`src/rtl/wdt_keyed_pkg.sv`:
```
package wdt_keyed_pkg;

    typedef enum logic [1:0] {
        KS_RUN   = 2'd0,
        KS_ARMED = 2'd1,
        KS_HALT  = 2'd2,
        KS_REARM = 2'd3
    } kstate_t;

    localparam logic [7:0] A_COUNT = 8'h28;
    localparam logic [7:0] A_LOAD  = 8'h2C;
    localparam logic [7:0] A_TRIG  = 8'h30;
    localparam logic [7:0] A_PEND  = 8'h34;
    localparam logic [7:0] A_CTRL  = 8'h48;

    localparam logic [31:0] KEY_STOP1 = 32'h0000_AAAA;
    localparam logic [31:0] KEY_STOP2 = 32'h0000_5555;
    localparam logic [31:0] KEY_GO1   = 32'h0000_BBBB;
    localparam logic [31:0] KEY_GO2   = 32'h0000_4444;

    localparam int PEND_CTRL_BIT = 4;
    localparam int PEND_TRIG_BIT = 3;

endpackage

```
`src/rtl/wdt_post.sv`:
```
module wdt_post #(
    parameter int SYNC_CYC = 3
) (
    input  logic clk,
    input  logic rst_n,
    input  logic wr_req,
    output logic accept,
    output logic busy,
    output logic apply
);
    localparam int CW = $clog2(SYNC_CYC + 1);

    logic [CW-1:0] left_q;

    assign busy   = (left_q != '0);
    assign accept = wr_req && !busy;
    assign apply  = (left_q == CW'(1));

    always_ff @(posedge clk or negedge rst_n) begin
        if (!rst_n) begin
            left_q <= '0;
        end else if (accept) begin
            left_q <= CW'(SYNC_CYC);
        end else if (busy) begin
            left_q <= left_q - CW'(1);
        end
    end
endmodule

```
`src/rtl/wdt_keyfsm.sv`:
```
module wdt_keyfsm
    import wdt_keyed_pkg::*;
(
    input  logic        clk,
    input  logic        rst_n,
    input  logic        key_apply,
    input  logic [31:0] key_val,
    output logic        run_en
);
    kstate_t state_q, state_d;

    always_ff @(posedge clk or negedge rst_n) begin
        if (!rst_n) state_q <= KS_RUN;
        else        state_q <= state_d;
    end

    always_comb begin
        state_d = state_q;
        if (key_apply) begin
            unique case (state_q)
                KS_RUN:   state_d = (key_val == KEY_STOP1) ? KS_ARMED : KS_RUN;
                KS_ARMED: state_d = (key_val == KEY_STOP2) ? KS_HALT  : KS_RUN;
                KS_HALT:  state_d = (key_val == KEY_GO1)   ? KS_REARM : KS_HALT;
                KS_REARM: state_d = (key_val == KEY_GO2)   ? KS_RUN   : KS_HALT;
                default:  state_d = KS_RUN;
            endcase
        end
    end

    always_comb begin
        unique case (state_q)
            KS_RUN, KS_ARMED: run_en = 1'b1;
            default:          run_en = 1'b0;
        endcase
    end
endmodule

```
`src/rtl/wdt_counter.sv`:
```
module wdt_counter #(
    parameter int          CNT_W     = 32,
    parameter int          DIV       = 2,
    parameter int          RST_CYC   = 16,
    parameter logic [31:0] LOAD_INIT = 32'hFFFF_FF00
) (
    input  logic             clk,
    input  logic             rst_n,
    input  logic             run_en,
    input  logic             reload,
    input  logic [CNT_W-1:0] load_val,
    output logic [CNT_W-1:0] cnt,
    output logic             expire_out
);
    localparam int PW  = (DIV > 1) ? $clog2(DIV) : 1;
    localparam int PCW = $clog2(RST_CYC + 1);

    logic [PW-1:0]  pre_q;
    logic [PCW-1:0] pulse_q;
    logic           tick, wrap;

    assign tick       = run_en && (pre_q == PW'(DIV - 1));
    assign wrap       = tick && !reload && (cnt == '1);
    assign expire_out = (pulse_q != '0);

    always_ff @(posedge clk or negedge rst_n) begin
        if (!rst_n) begin
            cnt   <= CNT_W'(LOAD_INIT);
            pre_q <= '0;
        end else if (reload) begin
            cnt   <= load_val;
            pre_q <= '0;
        end else if (run_en) begin
            if (tick) begin
                pre_q <= '0;
                cnt   <= wrap ? load_val : cnt + CNT_W'(1);
            end else begin
                pre_q <= pre_q + PW'(1);
            end
        end
    end

    always_ff @(posedge clk or negedge rst_n) begin
        if (!rst_n)                pulse_q <= '0;
        else if (wrap)             pulse_q <= PCW'(RST_CYC);
        else if (pulse_q != '0)    pulse_q <= pulse_q - PCW'(1);
    end
endmodule

```
`src/rtl/wdt_keyed_top.sv`:
```
module wdt_keyed_top
    import wdt_keyed_pkg::*;
#(
    parameter int          DIV       = 2,
    parameter int          SYNC_CYC  = 3,
    parameter int          RST_CYC   = 16,
    parameter logic [31:0] LOAD_INIT = 32'hFFFF_FF00
) (
    input  logic        clk,
    input  logic        rst_n,
    input  logic [7:0]  bus_addr,
    input  logic        bus_wr,
    input  logic [31:0] bus_wdata,
    output logic [31:0] bus_rdata,
    output logic        sys_rst_out
);
    localparam int DW = 32;

    logic [DW-1:0] load_q, ctrl_q, cnt_q;
    logic ctrl_acc, ctrl_busy, ctrl_apply;
    logic trig_acc, trig_busy, trig_apply;
    logic run_en;

    wdt_post #(.SYNC_CYC(SYNC_CYC)) u_ctrl_post (
        .clk(clk), .rst_n(rst_n),
        .wr_req(bus_wr && bus_addr == A_CTRL),
        .accept(ctrl_acc), .busy(ctrl_busy), .apply(ctrl_apply)
    );

    wdt_post #(.SYNC_CYC(SYNC_CYC)) u_trig_post (
        .clk(clk), .rst_n(rst_n),
        .wr_req(bus_wr && bus_addr == A_TRIG),
        .accept(trig_acc), .busy(trig_busy), .apply(trig_apply)
    );

    always_ff @(posedge clk or negedge rst_n) begin
        if (!rst_n) begin
            load_q <= LOAD_INIT;
            ctrl_q <= '0;
        end else begin
            if (bus_wr && bus_addr == A_LOAD) load_q <= bus_wdata;
            if (ctrl_acc)                     ctrl_q <= bus_wdata;
        end
    end

    wdt_keyfsm u_fsm (
        .clk(clk), .rst_n(rst_n),
        .key_apply(ctrl_apply), .key_val(ctrl_q), .run_en(run_en)
    );

    wdt_counter #(
        .CNT_W(DW), .DIV(DIV), .RST_CYC(RST_CYC), .LOAD_INIT(LOAD_INIT)
    ) u_cnt (
        .clk(clk), .rst_n(rst_n),
        .run_en(run_en), .reload(trig_apply), .load_val(load_q),
        .cnt(cnt_q), .expire_out(sys_rst_out)
    );

    always_comb begin
        bus_rdata = '0;
        case (bus_addr)
            A_COUNT: bus_rdata = cnt_q;
            A_LOAD:  bus_rdata = load_q;
            A_CTRL:  bus_rdata = ctrl_q;
            A_PEND: begin
                bus_rdata[PEND_CTRL_BIT] = ctrl_busy;
                bus_rdata[PEND_TRIG_BIT] = trig_busy;
            end
            default: bus_rdata = '0;
        endcase
    end
endmodule

```
`config.mk`:
```
export PLATFORM = sky130hd
export DESIGN_NAME = wdt_keyed_top
export DESIGN_NICKNAME = d
export VERILOG_FILES = /design/src/rtl/wdt_keyed_pkg.sv /design/src/rtl/wdt_post.sv /design/src/rtl/wdt_keyfsm.sv /design/src/rtl/wdt_counter.sv /design/src/rtl/wdt_keyed_top.sv
export SDC_FILE = /design/constraint.sdc
export NUM_CORES = 1
export LEC_CHECK = 0
export CORE_MARGIN = 5
export CORE_UTILIZATION = 50
export CTS_CLUSTER_SIZE = 10
export DETAILED_ROUTE_END_ITERATION = 16
export PLACE_DENSITY = 0.73
export SLEW_MARGIN = 20
export SYNTH_ARGS = -nofsm -noshare
export SYNTH_HDL_FRONTEND = slang
export SYNTH_HIERARCHICAL = 1
export SYNTH_SLANG_ARGS = --single-unit
```
`constraint.sdc`:
```
create_clock -name clk -period 3.4 [get_ports clk]
set_input_delay 0.85 -clock clk [delete_from_list [all_inputs] [get_ports clk]]
set_output_delay 0.85 -clock clk [all_outputs]
set_load 0.005 [all_outputs]
```
[After elaboration in Yosys (flattened, before gate mapping)]
Index checks and enable logic that the tools add are counted.
Widths: inputs -> output; s select.
Operators by class
  equal/unequal tests: 15
  reductions and logical operators: 22
  add/sub/neg operators: 5
  mux-type cells: 22
Operators by type and width (count)
  $mux 32: 4
  $pmux 27 s3: 1
  $eq 32x15->1 const B: 2
  $eq 32x16->1 const B: 2
  $add 32x1->32 const B: 1
  $eq 32x32->1 const B: 1
  $eq 8x6->1 const B: 4
  $pmux 2 s4: 2
  $reduce_bool 2->1: 7
  $mux 2: 6
  $mux 5: 2
  $pmux 3 s3: 1
  $eq 8x7->1 const B: 1
  $logic_and 1x1->1: 8
  $eq 2x1->1 const B: 3
  $mux 1: 6
  $reduce_bool 5->1: 1
  $sub 5x1->5 const B: 1
  $eq 2x2->1 const B: 2
  $sub 2x1->2 const B: 2
  $logic_not 1->1: 3
  $logic_not 2->1: 1
  $reduce_and 2->1: 1
  $reduce_or 2->1: 1
  $add 1x1->1 const B: 1
Storage, ports and cells
  output and inout bits: 33
  word-level logic and storage cells: 72
  register bits: 108

[Depth between registers and ports, before layout]
  depth in word-level cells: 10
  gate-level depth with buffers: 9
  depth with buffers taken out: 7

[By module]
The synthesis kept the hierarchy.
By module, submodules not included
  wdt_keyed_top: cells an instance 256, sequential area each 1631.6 sq um, times used 1, area an instance 3325.7 sq um
  wdt_counter: cells an instance 263, sequential area each 980.9 sq um, times used 1, area an instance 2312.2 sq um
  wdt_post: cells an instance 11, sequential area each 50.0 sq um, times used 2, area an instance 125.1 sq um
  wdt_keyfsm: cells an instance 28, sequential area each 50.0 sq um, times used 1, area an instance 234.0 sq um

[Worst setup path before layout]
No wires, ideal clock.
  path type: input port to flip-flop
  start: input bus_addr[1]
  end: register ctrl_q[10]
  arrival: 3.056 ns
  path buffers: 3
  slack: 0.219 ns
  setup time: 0.125 ns
  stages on the path: 7
  data required time: 3.275 ns
  cells stage by stage: or4b_2 clkbuf_1 nor4_1 and2_2 clkbuf_1 clkbuf_1 mux2_2
On the way
  longest elaborated chain between the ends: 3
RTL lines
  start: declaration: line wdt_keyed_top.sv:11  | input logic [7:0] bus_addr,
  $eq 8x7->1: line wdt_keyed_top.sv:26  | .wr_req(bus_wr && bus_addr == A_CTRL),
  $logic_and 1x1->1: line wdt_keyed_top.sv:26
  $logic_and 1x1->1: line wdt_post.sv:16  | assign accept = wr_req && !busy;
  via ctrl_acc: line wdt_keyed_top.sv:20  | logic ctrl_acc, ctrl_busy, ctrl_apply;
  end signal: assignment: line wdt_keyed_top.sv:42  | if (ctrl_acc) ctrl_q <= bus_wdata;
  end: declaration: line wdt_keyed_top.sv:19  | logic [DW-1:0] load_q, ctrl_q, cnt_q;
The timed path passes the listed nets, and every way through them passes these cells.
A chain may end at the register's enable or synchronous reset.

[Final worst setup path]
  start: input bus_addr[7]
  end: output bus_rdata[23]
On the way
  longest elaborated chain between the ends: 2
  elaborated cells on any way between the ends: 4
  classes of those cells: eq/ne: 3; mux: 1
RTL lines
  $eq 8x7->1 / $eq 8x6->1 (equally long branches): line wdt_keyed_top.sv:61  | case (bus_addr)
  $pmux 27 s3 *: line wdt_keyed_top.sv:61
  end: declaration: line wdt_keyed_top.sv:14  | output logic [31:0] bus_rdata,
Every way passes the cells marked *; elsewhere a longest branch is shown, timed or not.

==> summary.md <==
| Metric | Value |
|---|---|
| Outcome | finished, final reports clean |
| Max Cap Viol | 0 |
| Worst Setup End Kind | output port |
| Seq pwr share | 44.7% |
| Class of the worst hold path | primary input to asynchronous set/reset pin |
| Ports | 76 |
| Critical path launch point type | primary input |
| Pwr dens | roughly 600 nW/µm² |
| Critical path's slowest cell | or3b_4 |
| Fin. max-slew vios | 0 |
| Syn_nets | about 620 |
| Leakage power | 3.36 nW |
| Global-route wire length before repair | roughly 28 mm |
| Worst setup path category | primary input to output port |
| Slew margin rel. | about a third |
| Post-Syn Area | slightly above 6000 µm² |
| Num Clock Sinks | about 110 |
| CP arrival | ~2.5 ns |
| Gr ovfl total | 0 |
| Detail Placement HPWL | 12.0 mm |
| Nets | 709 |
| Via count | between 5000 and 6000 |
| Final Instance Area | 7610 µm² |
| Synthesis warning total | 6 |
| Cell chain of the critical path | dlygate4sd2_1 -> or3b_4 -> buf_6 -> nor3_4 -> buf_4 -> buf_6 -> o2bb2ai_1 -> dlygate4sd2_1 |
| Fillers | ~970 |
| Least-Margin Pin Slew | about 0.98 ns |
| Post-route setup TNS | 0 ns |
| CTS clock-pin slew for the worst setup and hold paths | about 0.070 ns |
| Synthesized area per cell | 10.8 µm² |
| Number of buffers created by CTS | 9 |
| Post-synthesis cell count | between 500 and 600 |
| Area taken by multi-input logic gates | ~3200 µm² |
| DR pass1 iterations | 5 |
| Worst-skew pair later-pin latency | approximately 0.35 ns |
| Root Driver | clkbuf_16 |
| Final hold vios | 0 |
| Post-place setup slack | -0.557 ns |
| Starting density of the core | 50.9% |
| Die width | 121 µm |
| Reg2Reg Setup Slack | between 0.7 and 0.8 ns |
| Clock skew | just under 0.004 ns |
| FP Rows | 40 |
| CP max FO | 8 |
| Pin count of the biggest net entering global routing | 47 |
| Final Setup Violations | 0 |
| Crit-path max cell delay | 0.40 ns |
| Final Util | between 60 and 70% |
| Final WS setup | 0.0428 ns |
| All-layer global routing usage | 24.3% |
| Internal | around 2.9 mW |
| I/O Buffers | 75 |
| Iteration-0 DRC Markers | 389 |
| Maximum root-to-sink buffer count | 2 |
| Total power draw | around 4.5 mW |
| Die Ht | 121 µm |
| Via/cell ratio | roughly 6.4 |
| Drt wl/cell | ~21 µm |
| Initial antenna violation count | 0 |
| CTS H-tree lvls | 3 |
| Final GP Congestion | ~0.92 |
| Antenna violation net count after detailed routing | 0 |
| Post-DP Area | slightly above 7000 µm² |
| CTS tree | done |
| Share of layout cells above drive strength 1 | around a third |
| Die area | 14500 µm² |
| N_diodes | 0 |
| Minimum clock period | approximately 3.4 ns |
| Fmax achieved | slightly below 300 MHz |
| Fin crit share | between 90% and 100% |
| Gate power share | between 20% and 30% |
| Storage element area | about 2800 µm² |
| Clock power share | between 20% and 30% |
| Switching part of the total | approximately 36% |
| Layout area overhead | 24.4% |
| Number of global-route vias before repair | roughly 5300 |
| DRT Wirelength | approximately 17 mm |
| Peak supply drop | about 480 µV |
| DRC | 0 |
| Sw power | 1.62 mW |
| Post-CTS Hold Fix Bufs | 0 |
| Core Footprint | around 12000 µm² |
| Critical path data required time | about 2.6 ns |
-- power groups by stage --
stage                     Clock, mW  Combinational, mW  Sequential [mW]
after floorplan                   0              0.989             1.89
after global placement            0               1.25             2.00
after detailed placement          0               1.31             2.02
after CTS                      1.17               1.32             2.00
after global routing           1.21               1.47             2.06
final                          1.15               1.35             2.02
-- final timing paths --
path,startpoint,endpoint,depth (start not counted)
max,bus_addr[7],bus_rdata[23],8
min,rst_n,ctrl_q[8],1
max reg2reg,u_cnt/cnt[0],u_cnt/cnt[30],7
min reg2reg,u_cnt/pulse_q[4],u_cnt/pulse_q[4],1
max in group asynchronous,rst_n,load_q[21],2
min in group clk,u_cnt/pulse_q[4],u_cnt/pulse_q[4],1
-- cells in the final DEF, fill, tap and decap left out, types with 6 or more instances in the layout --
cell and count:
buf_6 10, nand2_1 39, o22a_1 8, dfrtp_1 60, o22ai_1 6, o21ai_0 20, clkbuf_16 9, buf_2 14
mux2_4 32, mux2_2 23, nand4_1 14, mux2i_1 24, clkbuf_2 7, ha_1 6, nor4_1 11, buf_4 26
xnor2_1 6, dlygate4sd2_1 11, clkdlybuf4s50_1 34, a31oi_1 7, nor3_1 8, nor4_2 6, nand3_1 15, dfstp_2 48
a21oi_1 25, o2bb2ai_1 16, clkdlybuf4s15_1 8, inv_1 28, a221o_1 12, nor2_1 33
-- final cells by class --
type,instances,area share (%)
multi-input combinational,396,41.5
sequential,108,36.3
timing repair buffer,117,14.1
clock buffer,10,3.14
tap,147,2.42
inverter,28,1.38
clock inverter,6,1.15
-- flip-flops by register name, summed over array words and instances (netlist names) --
name / cells
load_q: 32
u_cnt/pulse_q: 5
u_ctrl_post/left_q: 2
u_trig_post/left_q: 2
u_fsm/state_q: 2
ctrl_q: 32
u_cnt/cnt: 32
u_cnt/pre_q: 1
-- timing repair --
| item | in CTS | in global routing |
|---|---|---|
| setup buffers | 17 | 0 |
| pin swaps | 10 | 6 |
| endpoints found under the setup margin | 32 | 25 |
| gates cloned | 3 | 0 |
| resized for setup | 113 | 23 |
-- metrics by stage --
stage	hold WS, ns	instances
after floorplan	0.450	568
after global placement	0.466	779
after detailed placement	0.504	779
after CTS	0.518	814
after global routing	0.532	812
final	0.501	812
-- critical path, delay by kind of cell --
kind | cells | cell delay (ns)
buffers and inverters | 5 | 0.93
AOI/OAI and AO/OA | 1 | 0.13
and+or+nand+nor | 2 | 0.60
-- routing by layer --
metal	up-vias	GRT usage, %	share of wire [%]
met5	-	0	0
met4	0	7.44	2.1
met3	38	5.94	8.0
met2	244	39.0	47
met1	2584	32.5	43
li1	2324	-	-
Power figures use the tool's default switching activity.
